--- src/rtl/pwm_duty_pkg.sv ---
package pwm_duty_pkg;
  typedef enum logic [2:0] {
    ST_IDLE,
    ST_WAIT_FALL,
    ST_LOW,
    ST_HIGH,
    ST_DIV
  } meter_state_e;
endpackage

--- src/rtl/pwm_duty_sync.sv ---
module pwm_duty_sync #(
  parameter int STAGES = 2
) (
  input  logic clk_i,
  input  logic rst_ni,
  input  logic async_i,
  output logic level_o,
  output logic rise_o,
  output logic fall_o
);
  logic [STAGES-1:0] chain_q;
  logic              prev_q;

  for (genvar i = 0; i < STAGES; i++) begin : g_stage
    if (i == 0) begin : g_first
      always_ff @(posedge clk_i or negedge rst_ni)
        if (!rst_ni) chain_q[0] <= 1'b0;
        else         chain_q[0] <= async_i;
    end else begin : g_next
      always_ff @(posedge clk_i or negedge rst_ni)
        if (!rst_ni) chain_q[i] <= 1'b0;
        else         chain_q[i] <= chain_q[i-1];
    end
  end

  assign level_o = chain_q[STAGES-1];

  always_ff @(posedge clk_i or negedge rst_ni)
    if (!rst_ni) prev_q <= 1'b0;
    else         prev_q <= level_o;

  assign rise_o = level_o & ~prev_q;
  assign fall_o = ~level_o & prev_q;
endmodule

--- src/rtl/pwm_duty_div.sv ---
module pwm_duty_div #(
  parameter int NW = 16,
  parameter int QW = 8
) (
  input  logic          clk_i,
  input  logic          rst_ni,
  input  logic          start_i,
  input  logic [NW-1:0] num_i,
  input  logic [NW-1:0] den_i,
  output logic [QW-1:0] q_o,
  output logic          done_o
);
  localparam int SW = $clog2(QW + 1);

  logic [NW:0]   rem_q, shifted, rem_nxt;
  logic [NW-1:0] den_q;
  logic [QW-1:0] q_q;
  logic [SW-1:0] step_q;
  logic          ge;

  // restoring division, one quotient bit per cycle; expects num < den
  assign shifted = {rem_q[NW-1:0], 1'b0};
  assign ge      = shifted >= {1'b0, den_q};
  assign rem_nxt = ge ? shifted - {1'b0, den_q} : shifted;

  always_ff @(posedge clk_i or negedge rst_ni) begin
    if (!rst_ni) begin
      rem_q  <= '0;
      den_q  <= '0;
      q_q    <= '0;
      step_q <= '0;
      done_o <= 1'b0;
    end else if (start_i) begin
      rem_q  <= {1'b0, num_i};
      den_q  <= den_i;
      q_q    <= '0;
      step_q <= SW'(QW);
      done_o <= 1'b0;
    end else if (step_q != '0) begin
      rem_q  <= rem_nxt;
      q_q    <= {q_q[QW-2:0], ge};
      step_q <= step_q - SW'(1);
      done_o <= (step_q == SW'(1));
    end else begin
      done_o <= 1'b0;
    end
  end

  assign q_o = q_q;

  // partial remainder stays below the divisor throughout the division
  assert_rem_below_den_R5: assert property (@(posedge clk_i) disable iff (!rst_ni)
    (step_q != '0) |-> (rem_q < {1'b0, den_q}));
endmodule

--- src/rtl/pwm_duty_meter.sv ---
module pwm_duty_meter
  import pwm_duty_pkg::*;
#(
  parameter int CNT_W       = 16,
  parameter int DUTY_W      = 8,
  parameter int SYNC_STAGES = 2
) (
  input  logic              clk_i,
  input  logic              rst_ni,
  input  logic              cmd_i,
  input  logic              start_i,
  output logic [CNT_W-1:0]  low_cnt_o,
  output logic [CNT_W-1:0]  period_o,
  output logic [DUTY_W-1:0] duty_o,
  output logic              done_o,
  output logic              timeout_o
);
  localparam logic [CNT_W-1:0] CNT_MAX = '1;
  localparam logic [CNT_W-1:0] CNT_ONE = CNT_W'(1);

  meter_state_e      state_q;
  logic [CNT_W-1:0]  cnt_q, low_q, period_q, high_w;
  logic              sat_q;
  logic              level, rise, fall;
  logic              div_start, div_done, measuring;
  logic [DUTY_W-1:0] div_q;

  pwm_duty_sync #(.STAGES(SYNC_STAGES)) u_sync (
    .clk_i   (clk_i),
    .rst_ni  (rst_ni),
    .async_i (cmd_i),
    .level_o (level),
    .rise_o  (rise),
    .fall_o  (fall)
  );

  assign high_w    = cnt_q - low_q;
  assign div_start = (state_q == ST_HIGH) && fall;
  assign measuring = (state_q == ST_WAIT_FALL) || (state_q == ST_LOW) || (state_q == ST_HIGH);

  pwm_duty_div #(.NW(CNT_W), .QW(DUTY_W)) u_div (
    .clk_i   (clk_i),
    .rst_ni  (rst_ni),
    .start_i (div_start),
    .num_i   (high_w),
    .den_i   (cnt_q),
    .q_o     (div_q),
    .done_o  (div_done)
  );

  always_ff @(posedge clk_i or negedge rst_ni) begin
    if (!rst_ni) begin
      state_q   <= ST_IDLE;
      cnt_q     <= '0;
      low_q     <= '0;
      period_q  <= '0;
      sat_q     <= 1'b0;
      low_cnt_o <= '0;
      period_o  <= '0;
      duty_o    <= '0;
      done_o    <= 1'b0;
      timeout_o <= 1'b0;
    end else begin
      done_o <= 1'b0;
      unique case (state_q)
        ST_IDLE: if (start_i) begin
          state_q <= ST_WAIT_FALL;
          cnt_q   <= CNT_ONE;
        end
        ST_WAIT_FALL: begin
          if (fall) begin
            state_q <= ST_LOW;
            cnt_q   <= CNT_ONE;
          end else if (cnt_q == CNT_MAX) begin
            state_q   <= ST_IDLE;
            done_o    <= 1'b1;
            timeout_o <= 1'b1;
            duty_o    <= level ? '1 : '0;
            low_cnt_o <= '0;
            period_o  <= '0;
          end else cnt_q <= cnt_q + CNT_ONE;
        end
        ST_LOW: begin
          // a rise at the limit leaves no room for the period
          if (cnt_q == CNT_MAX) begin
            state_q   <= ST_IDLE;
            done_o    <= 1'b1;
            timeout_o <= 1'b1;
            duty_o    <= level ? '1 : '0;
            low_cnt_o <= '0;
            period_o  <= '0;
          end else begin
            if (rise) begin
              low_q   <= cnt_q;
              state_q <= ST_HIGH;
            end
            cnt_q <= cnt_q + CNT_ONE;
          end
        end
        ST_HIGH: begin
          if (fall) begin
            period_q <= cnt_q;
            sat_q    <= (high_w >= cnt_q);
            state_q  <= ST_DIV;
          end else if (cnt_q == CNT_MAX) begin
            state_q   <= ST_IDLE;
            done_o    <= 1'b1;
            timeout_o <= 1'b1;
            duty_o    <= level ? '1 : '0;
            low_cnt_o <= '0;
            period_o  <= '0;
          end else cnt_q <= cnt_q + CNT_ONE;
        end
        ST_DIV: if (div_done) begin
          state_q   <= ST_IDLE;
          done_o    <= 1'b1;
          timeout_o <= 1'b0;
          duty_o    <= sat_q ? '1 : div_q;
          low_cnt_o <= low_q;
          period_o  <= period_q;
        end
        default: state_q <= ST_IDLE;
      endcase
    end
  end

  assert_done_pulse_R6: assert property (@(posedge clk_i) disable iff (!rst_ni)
    done_o |=> !done_o);

  assert_timeout_with_done_R7: assert property (@(posedge clk_i) disable iff (!rst_ni)
    $rose(timeout_o) |-> done_o);

  assert_timeout_duty_R7: assert property (@(posedge clk_i) disable iff (!rst_ni)
    (done_o && timeout_o) |-> (duty_o == '0 || duty_o == '1));

  assert_low_below_period_R3: assert property (@(posedge clk_i) disable iff (!rst_ni)
    (done_o && !timeout_o) |-> (low_cnt_o != '0 && low_cnt_o < period_o));

  assert_no_wrap_R4: assert property (@(posedge clk_i) disable iff (!rst_ni)
    measuring |-> (cnt_q != '0));

  assert_start_ignored_R2: assert property (@(posedge clk_i) disable iff (!rst_ni)
    (state_q == ST_DIV && !div_done) |=> (state_q == ST_DIV || state_q == ST_IDLE));
endmodule

--- config.mk ---
export PLATFORM = sky130hd
export DESIGN_NAME = pwm_duty_meter
export DESIGN_NICKNAME = d
export VERILOG_FILES = /design/src/rtl/pwm_duty_pkg.sv /design/src/rtl/pwm_duty_sync.sv /design/src/rtl/pwm_duty_div.sv /design/src/rtl/pwm_duty_meter.sv
export SDC_FILE = /design/constraint.sdc
export NUM_CORES = 1
export LEC_CHECK = 0
export ABC_AREA = 0
export ABC_CLOCK_PERIOD_IN_PS = 4800
export CAP_MARGIN = 10
export CORE_MARGIN = 8
export CORE_UTILIZATION = 65
export DETAILED_ROUTE_END_ITERATION = 8
export HOLD_SLACK_MARGIN = 0.06
export PLACE_DENSITY = 0.95
export SYNTH_ARGS = -nofsm -noshare
export SYNTH_HDL_FRONTEND = slang
export SYNTH_SLANG_ARGS = --single-unit
--- constraint.sdc ---
create_clock -name clk_i -period 4.8 [get_ports clk_i]
set_input_delay 0.96 -clock clk_i [delete_from_list [all_inputs] [get_ports clk_i]]
set_output_delay 0.96 -clock clk_i [all_outputs]
set_load 0.02 [all_outputs]
==> results_dict.tcl, run 1 <==
set metrics [dict create \
    hold_slack_ps 373 \
    root_buffer "clkbuf_16" \
    setup_tns_ps 0 \
    reg2reg_depth 16 \
    ys_seq_area_frac 0.427 \
    grt_max_degree 69 \
    whs_endpoint "u_sync.level_o" \
    crit_path_end_kind "register" \
    synth_top_area_share 0.427 \
    gp_congestion 0.934 \
    timing.fmax_mhz 279 \
    r2r-end "sat_q" \
    synthCells 796 \
    yosys.area.top_type "dfrtp_1" \
    synthTopCellsByArea "dfrtp_1, ha_1, nand2_1" \
    max-vdd-ir-drop_v 0.000453 \
    worstSkewPairLatency_ps 430 \
    rsz0062_at_grt "false" \
    die_h_um 123 \
    pin_count 46 \
    final_cell_mix "dfrtp_1, nand2_1, inv_1" \
    gr-usage-all-layers 0.264 \
    synth_ff_type "dfrtp_1" \
    die_w_um 123 \
    finalCritPeriodShare 0.746 \
    cts.path.max_buffers 2 \
    stdcell_area_um2 8550 \
    place_area_um2 7870 \
    slew_headroom 0.270 \
    reg2reg_slack_ps 1220 \
    final_antenna_net_count 0 \
    crit_type "reg -> reg" \
    finalCriticalPeriod_ps 3580 \
    skew_ps 6.30 \
    worstPathMaxFanout 8 \
    grt_pass1_vias 6050 \
    ys_types 70 \
    synth_edf_count 0 \
    syn_area_per_cell_um2 9.27 \
    postSynth.asyncResetShare 1.00 \
    layout-drive-gt1-share 0.0785 \
    synthesis.nets 852 \
    antenna_found_initial 0 \
    cts_buffers 17 \
    min_path_cells 0 \
    port_buffers 45 \
    post_cts_resized 0 \
    hold_viol 0 \
    post_cts_buffers 0 \
    fp-row-count 39 \
    hp-start "u_sync.chain_q[0]" \
    drtIter0Drc 532 \
    grt_pass1_wl_mm 30.8 \
    worstHoldPathType "reg -> reg" \
    core-area_um2 11300 \
    status "finished clean" \
    ys_warn_count 0 \
    hpwlAfterDp_mm 12.9 \
    tritoncts "done" \
    htree_levels 4 \
    worstMarginPinSlew_ps 1090 \
    final_cells 984 \
    dpl.cell_count 952 \
    cts_sinks 126 \
    drcViolationCount 0 \
    area_growth_pct 15.9 \
    synth_seq_cells 126 \
    worst-endpoint-arrival_ps 3850 \
    wl_per_cell_um 19.3 \
    cap_violations 0 \
    crit_path_start_kind "register" \
    finalNetCount 884 \
    via_per_inst 6.27 \
    grt-ovfl-total 0 \
    drv_slew 0 \
    p_leak_nw 3.83 \
    p_per_area_nw_per_um2 749 \
    n_antenna_cell 0 \
    num_vias 6173 \
    clk_transition_reported_paths_ps 60 \
    crit-reg2reg-launch "cnt_q[0]" \
    die_area_um2 15000 \
    drtPass1Iterations 5 \
    worstPathRequired_ps 5070 \
    wl_mm 19.0 \
    ctsHoldBuffers 0 \
    setup_viol 0 \
    layout_commonest_cell "dfrtp_1" \
    netlist_area_um2 7380 \
    start_util 0.655 \
]
-- power breakdown --
part           switching, mW  leakage (nW)  internal, mW
Clock                  0.496         0.330          1.00
Sequential             0.247          1.67          1.32
Combinational           1.91          1.83          1.43
Total                   2.65          3.83          3.75
-- critical path, stage by stage, from the launching register on --
cell and delay (ps):
dfrtp_1 470, inv_1 110, ha_1 170, inv_1 50
fa_1 420, a211oi_1 220, nor2_1 120, o211ai_1 310
o21ai_0 150, xor2_1 220, ha_1 290, a21o_1 160
a21oi_1 160, a2bb2oi_1 190, a21oi_1 90, a211oi_1 200
o21ai_0 100
-- layer usage --
layer	global-route usage	vias to the layer above	wire, um
met5	0	-	0
met4	0.132	0	693
met3	0.0543	51	1210
met2	0.422	255	8840
met1	0.338	2995	8240
li1	-	2872	-
-- state kept, by name, indices dropped and copies added, names as in the netlist --
register        flops
cnt_q              16
low_cnt_o          16
low_q              16
period_o           16
period_q           16
u_div.rem_q        16
duty_o              8
u_div.q_o           8
u_div.step_q        4
state_q             3
done_o              1
sat_q               1
timeout_o           1
u_div.done_o        1
u_sync.chain_q      1
u_sync.level_o      1
u_sync.prev_q       1
-- cells in the mapped netlist, types with 2 or more instances --
cell type,number
a211o_1,2
a211oi_1,9
a21o_1,13
a21oi_1,49
a22o_1,33
a2bb2oi_1,2
a31o_2,2
a31oi_1,11
and2_1,5
and3_1,6
buf_1,4
buf_2,6
buf_4,4
buf_6,6
clkbuf_1,17
dfrtp_1,126
fa_1,2
ha_1,50
inv_1,59
mux2i_1,7
nand2_1,92
nand2b_1,6
nand3_1,17
nand3_2,4
nand4_1,4
nand4_2,3
nor2_1,58
nor2b_1,4
nor3_1,17
nor4_4,2
o2111ai_1,2
o211ai_1,6
o21a_1,6
o21ai_0,56
o21ai_1,18
o22ai_1,6
o31a_1,3
o31ai_1,3
or2_2,2
or3_1,12
xnor2_1,26
xor2_1,8
-- stage by stage --
stage / worst slack (ps) / total power [mW] / utilization
after CTS: 1250 / 6.35 / 0.759
final: 1220 / 6.40 / 0.759
after global placement: 1380 / 4.70 / 0.698
after global routing: 1010 / 6.83 / 0.759
after detailed placement: 1250 / 4.81 / 0.698
after floorplan: 1650 / 4.10 / -
-- cell families after synthesis --
family / Yosys count / synth area share
AO/OA/AOI/OAI: 234 / 0.206
XOR/XNOR: 34 / 0.0404
adder cells (fa/ha/maj): 52 / 0.0902
buffers and inverters: 96 / 0.0580
flip-flops: 126 / 0.427
multiplexers: 8 / 0.0110
AND/OR/NAND/NOR: 246 / 0.167
-- how the worst max path moves through the flow --
stage,from,endpoint,slack [ps]
after floorplan,cnt_q[0],sat_q,1650
after global placement,cnt_q[0],sat_q,1380
after detailed placement,cnt_q[0],sat_q,1250
after CTS,cnt_q[0],sat_q,1250
after global routing,cnt_q[0],sat_q,1010
final,cnt_q[0],sat_q,1220
-- area by class of cell --
class / count / area, um2
clock inverters: 13 / 235
multi-input cells: 574 / 3810
inverters: 59 / 221
well taps: 143 / 179
flip-flops and latches: 126 / 3150
clock buffers: 19 / 453
repair buffers: 50 / 498
fillers: 722 / 2720
Note: power is estimated with default switching activity, not from simulation.
==> run 2, diff against run 1 <==
- ABC_CLOCK_PERIOD_IN_PS: 4800 -> 3460
- CORE_UTILIZATION: 65 -> 60
- PLACE_DENSITY: 0.95 -> 0.91
- clock period: 4.8 -> 3.46 ns (I/O delays scaled with it)
==> results_dict.tcl, run 2 (same netlist as run 1, synthesis figures left out) <==
set metrics [dict create \
    worstMarginPinSlew_ps 916 \
    gr-usage-all-layers 0.252 \
    die_h_um 127 \
    fp-row-count 40 \
    hold_viol 0 \
    finalNetCount 904 \
    worstPathRequired_ps 3760 \
    violations "setup timing" \
    drtPass1Iterations 6 \
    pin_count 46 \
    status "finished, violations left" \
    reg2reg_depth 13 \
    start_util 0.614 \
    grt_pass1_vias 6220 \
    setup_viol 1 \
    clk_transition_reported_paths_ps 60 \
    grt_pass1_wl_mm 31.8 \
    max-vdd-ir-drop_v 0.000576 \
    r2r-end "sat_q" \
    setup_tns_ps -4.60 \
    regArea_um2 3150 \
    cts.path.max_buffers 2 \
    port_buffers 45 \
    cap_violations 0 \
    final_antenna_net_count 0 \
    crit_start "cnt_q[2]" \
    wl_mm 19.9 \
    timing.fmax_mhz 289 \
    multi_input_area_um2 3840 \
    tritoncts "done" \
    via_per_inst 6.32 \
    finalCriticalPeriod_ps 3460 \
    drcViolationCount 0 \
    final_cell_mix "dfrtp_1, nand2_1, inv_1" \
    fillers 829 \
    p_leak_nw 3.90 \
    core-area_um2 12000 \
    wl_per_cell_um 19.8 \
    worstHoldPathType "in -> async" \
    worst-endpoint-arrival_ps 3770 \
    die_w_um 127 \
    finalCritPeriodShare 1.00 \
    crit_path_start_kind "register" \
    htree_levels 4 \
    dp_worst_setup_slack_ps 13.2 \
    slew_headroom 0.387 \
    crit_path_end_kind "register" \
    antenna_found_initial 0 \
    crit-reg2reg-launch "cnt_q[2]" \
    reg2reg_slack_ps -5 \
    drtIter0Drc 675 \
    cts_buffers 17 \
    total_power_mw 9.11 \
    cts_sinks 126 \
    hpwlAfterDp_mm 13.6 \
    skew_ps 9.15 \
    grt-ovfl-total 0 \
    root_buffer "clkbuf_16" \
    ctsHoldBuffers 0 \
    crit_type "reg -> reg" \
    grt_max_degree 61 \
    die_area_um2 16100 \
    worst_slack_ps -4.60 \
    worstSkewPairLatency_ps 430 \
    drv_slew 0 \
    gp_congestion 0.933 \
    layout-drive-gt1-share 0.0999 \
    n_antenna_cell 0 \
    layout_commonest_cell "dfrtp_1" \
    worstPathMaxFanout 7 \
    num_vias 6372 \
    area_growth_pct 17.4 \
    p_per_area_nw_per_um2 1050 \
    cp-endpoint "sat_q" \
]
[run 2: critical path, cell delays in order (launching register included)]
cell,delay [ps]
dfrtp_1,460
ha_2,420
o21a_1,140
o31a_1,260
o21a_1,150
nor2_1,50
xnor2_1,330
ha_1,340
a21o_1,200
a21o_1,190
a21oi_1,230
o21ai_0,210
a211oi_1,260
o21ai_0,100
[run 2: through the flow]
step                hold WS [ps]  instance area [um2]   util  instances
floorplan                    331                 7380      -        796
global placement             333                 7970  0.664        970
detailed placement           337                 7970  0.664        970
CTS                          320                 8590  0.715       1002
global route                 346                 8660  0.721       1008
finish                       302                 8660  0.721       1008
[run 2: worst min-delay path by stage]
stage                            from  slack [ps]  cells past startpoint        endpoint
floorplan           u_sync.chain_q[0]         330                      0  u_sync.level_o
global placement    u_sync.chain_q[0]         330                      0  u_sync.level_o
detailed placement  u_sync.chain_q[0]         340                      0  u_sync.level_o
CTS                            rst_ni         320                      1        low_q[2]
global route                   rst_ni         350                      1        low_q[3]
finish                         rst_ni         300                      1        low_q[2]
[run 2: cell type report]
cell class	count	area share
sequential	126	0.364
timing repair buffer	70	0.0748
clock buffer	22	0.0524
tap	147	0.0212
clock inverter	10	0.0188
multi-input combinational	574	0.443
inverter	59	0.0256
[run 2: power by group]
group          switching, mW  internal (mW)
sequential             0.301           1.83
combinational           2.88           2.21
clock                  0.664           1.22
total                   3.85           5.26
[run 2: repair_timing]
| item | CTS | global route |
|---|---|---|
| pin swaps | 1 | 6 |
| gates resized for setup | 0 | 7 |
| setup buffers | 0 | 6 |
| endpoints found under the setup margin | 1 | 1 |
[run 2: layer usage]
layer	wire, um	up-vias	global-route usage
met3	1560	78	0.0557
met4	998	0	0.157
met5	0	-	0
met2	9230	311	0.398
li1	-	2926	-
met1	8140	3057	0.308
==> run 3, diff against run 2 <==
- HOLD_SLACK_MARGIN: 0.06 -> 0.08
==> results of run 3 <==
Same layout as run 2: the final DEF is identical, and so are final timing and power.
